===== config.mk =====
export PLATFORM = sky130hd
export DESIGN_NAME = volume_step_scaler
export DESIGN_NICKNAME = d
export VERILOG_FILES = /design/src/rtl/vsc_pkg.sv /design/src/rtl/vsc_ctrl.sv /design/src/rtl/vsc_datapath.sv /design/src/rtl/volume_step_scaler.sv
export SDC_FILE = /design/constraint.sdc
export NUM_CORES = 1
export LEC_CHECK = 0
export ABC_AREA = 1
export BUFFER_PORTS_ARGS = -buffer_cell sky130_fd_sc_hd__buf_2
export CORE_MARGIN = 1
export CORE_UTILIZATION = 40
export DETAILED_ROUTE_END_ITERATION = 12
export MAX_ROUTING_LAYER = met4
export PLACE_DENSITY = 0.56
export SYNTH_ARGS = -nofsm -noshare
export SYNTH_HDL_FRONTEND = slang
export SYNTH_SLANG_ARGS = --single-unit

===== constraint.sdc =====
create_clock -name clk -period 8.45 [get_ports clk]
set_input_delay 0.845 -clock clk [delete_from_list [all_inputs] [get_ports clk]]
set_output_delay 0.845 -clock clk [all_outputs]
set_load 0.02 [all_outputs]

===== src/rtl/vsc_pkg.sv =====
package vsc_pkg;
  localparam int CODE_W = 3;
  localparam int GAIN_W = 16;
  localparam int FRAC_W = 14;
  localparam logic [CODE_W-1:0] UNITY_CODE = 3'd1;

  typedef struct packed {
    logic load;
    logic mute;
    logic [CODE_W-1:0] gainSel;
  } strobe_t;

  // Q2.14 multiplier per code: 3 dB steps from +3 dB down to -18 dB
  function automatic logic [GAIN_W-1:0] gainOf(input logic [CODE_W-1:0] code);
    case (code)
      3'd0: gainOf = 16'd23143;
      3'd1: gainOf = 16'd16384;
      3'd2: gainOf = 16'd11599;
      3'd3: gainOf = 16'd8211;
      3'd4: gainOf = 16'd5813;
      3'd5: gainOf = 16'd4115;
      3'd6: gainOf = 16'd2914;
      default: gainOf = 16'd2063;
    endcase
  endfunction
endpackage


===== src/rtl/vsc_ctrl.sv =====
module vsc_ctrl
  import vsc_pkg::*;
(
  input  logic              clk,
  input  logic              rstN,
  input  logic              inValid,
  input  logic [CODE_W-1:0] volCode,
  input  logic              compandMode,
  input  logic              muteIn,
  output strobe_t           strb
);
  logic [CODE_W-1:0] effCode;

  // companded samples ignore their code
  assign effCode = compandMode ? UNITY_CODE : volCode;

  always_ff @(posedge clk or negedge rstN) begin
    if (!rstN) begin
      strb <= '{load: 1'b0, mute: 1'b0, gainSel: UNITY_CODE};
    end else begin
      strb.load <= inValid;
      if (inValid) begin
        strb.mute    <= muteIn;
        strb.gainSel <= effCode;
      end
    end
  end


  compand_unity_chk: assert property (@(posedge clk) disable iff (!rstN)
    (inValid && compandMode) |=> (strb.gainSel == UNITY_CODE));


  mute_capture_chk: assert property (@(posedge clk) disable iff (!rstN)
    (inValid && muteIn) |=> strb.mute);
endmodule


===== src/rtl/vsc_datapath.sv =====
module vsc_datapath
  import vsc_pkg::*;
#(
  parameter int SAMPLE_W = 13
) (
  input  logic                       clk,
  input  logic                       rstN,
  input  logic                       sampleEn,
  input  logic signed [SAMPLE_W-1:0] inSample,
  input  strobe_t                    strb,
  output logic                       outValid,
  output logic signed [SAMPLE_W-1:0] outSample
);
  localparam int PROD_W = SAMPLE_W + GAIN_W + 1;
  localparam logic signed [PROD_W-1:0] HALF_LSB =
    {{(PROD_W-FRAC_W){1'b0}}, 1'b1, {(FRAC_W-1){1'b0}}};
  localparam logic signed [PROD_W-1:0] SAT_MAX = PROD_W'((1 <<< (SAMPLE_W-1)) - 1);
  localparam logic signed [PROD_W-1:0] SAT_MIN = -SAT_MAX - PROD_W'(1);

  logic signed [SAMPLE_W-1:0] sampleReg;
  logic signed [GAIN_W:0]     gainS;
  logic signed [PROD_W-1:0]   prodFull;
  logic signed [PROD_W-1:0]   roundSum;
  logic signed [PROD_W-1:0]   shifted;
  logic signed [SAMPLE_W-1:0] satVal;
  logic signed [SAMPLE_W-1:0] nextOut;

  always_ff @(posedge clk or negedge rstN) begin
    if (!rstN) sampleReg <= '0;
    else if (sampleEn) sampleReg <= inSample;
  end

  always_comb begin
    gainS    = signed'({1'b0, gainOf(strb.gainSel)});
    prodFull = PROD_W'(sampleReg) * PROD_W'(gainS);
    roundSum = prodFull + HALF_LSB;
    shifted  = roundSum >>> FRAC_W;
    if (shifted > SAT_MAX)      satVal = SAT_MAX[SAMPLE_W-1:0];
    else if (shifted < SAT_MIN) satVal = SAT_MIN[SAMPLE_W-1:0];
    else                        satVal = shifted[SAMPLE_W-1:0];
    nextOut = strb.mute ? '0 : satVal;
  end

  always_ff @(posedge clk or negedge rstN) begin
    if (!rstN) begin
      outValid  <= 1'b0;
      outSample <= '0;
    end else begin
      outValid <= strb.load;
      if (strb.load) outSample <= nextOut;
    end
  end


  valid_follow_chk: assert property (@(posedge clk) disable iff (!rstN)
    strb.load |=> outValid);


  valid_quiet_chk: assert property (@(posedge clk) disable iff (!rstN)
    !strb.load |=> !outValid);


  mute_zero_chk: assert property (@(posedge clk) disable iff (!rstN)
    (strb.load && strb.mute) |=> (outSample == '0));


  hold_out_chk: assert property (@(posedge clk) disable iff (!rstN)
    !strb.load |=> $stable(outSample));
endmodule


===== src/rtl/volume_step_scaler.sv =====
module volume_step_scaler
  import vsc_pkg::*;
#(
  parameter int SAMPLE_W = 13
) (
  input  logic                clk,
  input  logic                rstN,
  input  logic                inValid,
  input  logic [SAMPLE_W-1:0] inSample,
  input  logic [CODE_W-1:0]   volCode,
  input  logic                compandMode,
  input  logic                muteIn,
  output logic                outValid,
  output logic [SAMPLE_W-1:0] outSample
);
  strobe_t strb;
  logic signed [SAMPLE_W-1:0] outS;

  vsc_ctrl u_ctrl (
    .clk(clk), .rstN(rstN), .inValid(inValid), .volCode(volCode),
    .compandMode(compandMode), .muteIn(muteIn), .strb(strb)
  );

  vsc_datapath #(.SAMPLE_W(SAMPLE_W)) u_dp (
    .clk(clk), .rstN(rstN), .sampleEn(inValid), .inSample(signed'(inSample)),
    .strb(strb), .outValid(outValid), .outSample(outS)
  );

  assign outSample = outS;
endmodule


# Word level (Yosys, flattened, before mapping)
# Index checks and enable logic that the tools add are counted.
# totals
regBits,32
in_bits,21
output_inout_bits,14
wordCells,22
# op_classes
n_addsub,1
mul,1
magnitude_cmp,2
n_eq_ne,6
n_mux,5
n_reduce_logical,1
# ops
cell,n
$pmux 15 s7,1
$mux 13,3
$add 29x15->30 const B,1
$mul 13x16->29,1
$gt 16x13->1 const B,1
$lt 16x13->1 const B,1
$eq 3x3->1 const B,3
$eq 3x2->1 const B,2
$eq 3x1->1 const B,1
$logic_not 3->1,1
$mux 3,1

# Depth between registers and ports, before layout
# depth
ltp_word,8
mapped_depth,38
depth_no_buf,36

# By module
# A second synthesis with hierarchy kept.
# unflattened
cells_unflattened,1035
hier_area_um2,8110.3
# by_module_without_submodules
mod,n_inst,cells_per_inst,area_each_um2,seq_area_each_um2
vsc_datapath,1,1016,7927.6,675.6
vsc_ctrl,1,19,182.7,126.4

# Worst setup path after synthesis
# OpenSTA, ideal clock, no wires.
# synth_timing
path_kind,register to register
from,"register, netlist name u_ctrl.strb[1]"
to,register u_dp.outSample[10]
setup_time_ps,117
arrival_time_ps,6315
required_time_ps,8333
path_slack_ps,2018
path_stages_with_launch,34
n_path_buf,2
period_less_slack_ps,6432
path_cell_list,dfrtp_1 -> inv_2 -> nor2_1 -> inv_1 -> nand2_1 -> nor2_1 -> inv_1 -> clkbuf_1 -> nand2_1 -> fa_1 -> fa_1 -> inv_1 -> fa_1 -> fa_1 -> fa_1 -> inv_1 -> fa_1 -> inv_1 -> ha_1 -> nand2_1 -> inv_1 -> a21oi_1 -> o21ai_0 -> a21oi_1 -> nand2_1 -> nand2_1 -> nand2_1 -> nor2_1 -> nand2_1 -> nand2_2 -> buf_6 -> nand2_1 -> nand2_1 -> nand2_1
# synth_via
elab_chain_len,8
elab_cells_between_ends,15
classes_between,1 x add/sub; 1 x mul; 2 x order compare; 6 x eq/ne; 4 x mux; 1 x reduce/logical
# synth_lines
item,line_no,text
$eq 3x3->1 (tied with other cells),vsc_pkg.sv:15,case (code)
$pmux 15 s7 *,vsc_pkg.sv:15,
$mul 13x16->29 *,vsc_datapath.sv:35,prodFull = PROD_W'(sampleReg) * PROD_W'(gainS);
$add 29x15->30 *,vsc_datapath.sv:36,roundSum = prodFull + HALF_LSB;
$lt 16x13->1,vsc_datapath.sv:39,else if (shifted < SAT_MIN) satVal = SAT_MIN[SAMPLE_W-1:0];
$mux 13,vsc_datapath.sv:39,
$mux 13 *,vsc_datapath.sv:38,if (shifted > SAT_MAX) satVal = SAT_MAX[SAMPLE_W-1:0];
$mux 13 *,vsc_datapath.sv:41,nextOut = strb.mute ? '0 : satVal;
to (signal assigned),vsc_datapath.sv:50,if (strb.load) outSample <= nextOut;
to (decl),vsc_datapath.sv:12,output logic signed [SAMPLE_W-1:0] outSample
# Mark *: on every way between the ends. The rest lies on a longest branch, timed or not.
# A chain may end at the register's enable or synchronous reset.

# Worst setup path after layout
# layout_timing
from,"register, netlist name u_ctrl.strb[1]"
to,register u_dp.outSample[7]
# layout_via
elab_chain_len,8
elab_cells_between_ends,15
classes_between,1 x add/sub; 1 x mul; 2 x order compare; 6 x eq/ne; 4 x mux; 1 x reduce/logical
# layout_lines
item,line_no
$eq 3x3->1 (tied with other cells),vsc_pkg.sv:15
$pmux 15 s7 *,vsc_pkg.sv:15
$mul 13x16->29 *,vsc_datapath.sv:35
$add 29x15->30 *,vsc_datapath.sv:36
$lt 16x13->1,vsc_datapath.sv:39
$mux 13,vsc_datapath.sv:39
$mux 13 *,vsc_datapath.sv:38
$mux 13 *,vsc_datapath.sv:41
# Marks and branches as above.

==> flow_summary.toml <==
[logic_synthesis]
async_flop_share_pct = 100.0
synthSimpleGateAreaFrac_pct = 20.77
synth_top_area_cell = "fa_1"
ys_top_cells_by_count = "nand2_1, inv_1, fa_1, nor2_1, ha_1"
synthMuxAreaShare_pct = 0
syn_inst = 1034
yosys_warnings = 0
avgSynthCellArea_um2 = 7.767
synth_cell_types = 33
synth-seq-cells = 32
syn-cell-area_um2 = 8031
yosys-top-cells-area = "fa_1, ha_1, nand2_1, inv_1, dfrtp_1"
synth_xor_area_share_pct = 1.200
synth_top_family_by_area = "adder cells"
synth.most_common_cell = "nand2_1"
ys.flop_type = "dfrtp_1"
synth.top_cell.area_share_pct = 35.39
synth_edf_count = 0
synthAdderAreaFrac_pct = 50.82
synth_compound_area_share_pct = 5.079
syn_nets = 1296
ys_seq_area_share_pct = 9.986

[cells_and_area]
nFillCells = 2059
fin_nets = 1319
instances_no_fill = 1323
postLayoutCellArea_um2 = 8603
syn_to_final_growth_pct = 7.119
antenna_cells = 0
drive_gt1_share_pct = 5.671

[setup_path]
path_class = "reg -> reg"
crit_required_ns = 8.64
crit_end = "u_dp.outSample[7]$_DFFE_PN0P_"
crit_arrival_ns = 7.57
crit_path_start = "u_ctrl.strb[1]$_DFFE_PN0P_"
crit_slowest_cell = "fa_1"
timing.rr.end = "u_dp.outSample[7]$_DFFE_PN0P_"
worstPathMaxFanout = 12
path_common_cell = "nand2_1"
cp-end-kind = "register"
start_kind = "register"
r2r_slack_ns = 1.07
r2r_start = "u_ctrl.strb[1]$_DFFE_PN0P_"
rr_worst_depth = 31
max_stage_delay_ns = 0.54

[global_routing]
grt_pass1_wl_mm = 35.40
grt_pass1_vias = 6587
track_usage_pct = 23.98
antenna_found_initial = 0
grt_max_degree = 34
gr-total-overflow = 0

[sta]
fin_skew_ns = 0.006856
timing.final.crit_share_pct = 87.30
relSlewSlack_pct = 41.12
clock.fmax_mhz = 135.6
slew_viol_final = 0
setup_viol = 0
final_hold_viol_count = 0
tns_ns = 0
worstMarginPinSlew_ns = 0.8832
rsz0062_at_grt = "no"
period_minus_slack_ns = 7.377

[floorplan]
ioPinCount = 35
core_area_um2 = 19590
row_count = 51
initial_core_util_pct = 41.00
die_h_um = 143.7
die_area_um2 = 20650
die_w_um = 143.7

[placed_design]
gp_congestion = 0.9657
dp.cells = 1315
io_buffers = 34
dpl_cell_area_um2 = 8462
dp_hpwl_mm = 18.59

[detailed_routing]
wl_mm = 21.98
met2_length_mm = 10.17
routed-wl-met3_mm = 1.244
vias_per_cell = 4.906
ant_nets = 0
top_layer_used = "met4"
wl_met1_mm = 10.23
via_count = 6491
wire_per_inst_um = 16.61
dr.pass1.iters = 5
drcViolationCount = 0
drt_iter0_markers = 455

[clocking]
cts_tree = "yes"
post_cts_buffers = 0
cts_buffers = 5
htree_num_levels = 2
insertion_delay_ns = 0.30
clock-sinks = 32
clk_pin_slew_ns = 0.07
hold_buffers = 0
cts-root-buf = "clkbuf_16"
clk_path_buf_depth = 2
cts_resized = 0

[outcome]
status = "completed"

[job]
maxCapViolCount = 0

[power]
ir_worst_vdd_uv = 290.6
cellPowerDensity_nw_per_um2 = 410.1
p_leak_nw = 4.787

[worst_hold_path]
hold_path_class = "reg -> reg"
-- power by group --
group	internal (mW)	total [mW]	switching, mW
Combinational	1.12	3.10	1.99
Sequential	0.188	0.227	0.0389
Clock	0.109	0.196	0.0869
Total	1.41	3.53	2.11
-- cell type report --
cell class                 instances  area [um2]  share of cell area, %
inverter                         233       874.6                  10.17
tap                              265       331.6                  3.854
timing repair buffer              38       200.2                  2.327
multi-input combinational        747        6254                  72.69
clock inverter                     2       12.51                 0.1454
clock buffer                       6       128.9                  1.498
sequential                        32       802.0                  9.322
-- cell usage in the layout, fill, tap and decap left out, types with 12 or more instances in the layout --
cell type | Yosys | routed
nand2_1 | 269 | 269
inv_1 | 227 | 227
fa_1 | 142 | 142
nor2_1 | 119 | 119
ha_1 | 99 | 99
buf_2 | 3 | 34
dfrtp_1 | 31 | 31
o21ai_0 | 28 | 28
a21oi_1 | 21 | 21
nand3_1 | 12 | 12
-- worst max-delay path, delay by kind of cell (launching register included) --
| family | cells | cell delay [ns] |
|---|---|---|
| adders and majority gates | 7 | 3.38 |
| and+or+nand+nor | 14 | 1.98 |
| buffers and inverters | 7 | 0.99 |
| AOI/OAI and AO/OA | 3 | 0.53 |
| DFF | 1 | 0.39 |
-- cells by family after synthesis --
| kind of cell | after synthesis |
|---|---|
| xor+xnor | 11 |
| buf+inv | 255 |
| fa+ha+maj | 241 |
| compound gates | 72 |
| flops | 32 |
| simple gates | 423 |
-- registers in the layout, summed over array words and instances, names as in the netlist --
register	cells
u_dp.outSample	13
u_dp.sampleReg	13
u_ctrl.strb	5
u_dp.outValid	1
-- routing by layer --
| metal | vias up | GRT usage [%] |
|---|---|---|
| met4 | 0 | 4.423 |
| met3 | 23 | 3.032 |
| li1 | 3116 | - |
| met1 | 3167 | 33.69 |
| met5 | - | - |
| met2 | 185 | 37.30 |
-- per-stage QoR --
step                      utilization [%]  hold slack (ns)  power, mW  setup WS, ns
after detailed placement            43.19           0.3734      3.342         1.140
after global routing                43.92           0.4043      4.017        0.5517
after floorplan                         -           0.3537      2.526         2.018
after CTS                           43.92           0.3940      3.583         1.117
after global placement              43.19           0.3757      3.359         1.222
final                               43.92           0.3851      3.528         1.073
-- how the worst min path moves through the flow --
stage / from / end / slack (ns) / depth (start not counted)
2_1_floorplan: u_ctrl.strb[4]$_DFF_PN0_ / u_dp.outValid$_DFF_PN0_ / 0.35 / 0
3_5_place_dp: u_ctrl.strb[4]$_DFF_PN0_ / u_dp.outValid$_DFF_PN0_ / 0.37 / 0
5_1_grt: u_ctrl.strb[4]$_DFF_PN0_ / u_dp.outValid$_DFF_PN0_ / 0.40 / 0
4_1_cts: u_ctrl.strb[4]$_DFF_PN0_ / u_dp.outValid$_DFF_PN0_ / 0.39 / 0
3_3_place_gp: u_ctrl.strb[4]$_DFF_PN0_ / u_dp.outValid$_DFF_PN0_ / 0.38 / 0
6_report: u_ctrl.strb[4]$_DFF_PN0_ / u_dp.outValid$_DFF_PN0_ / 0.39 / 0
(Power assumes the default switching activity.)
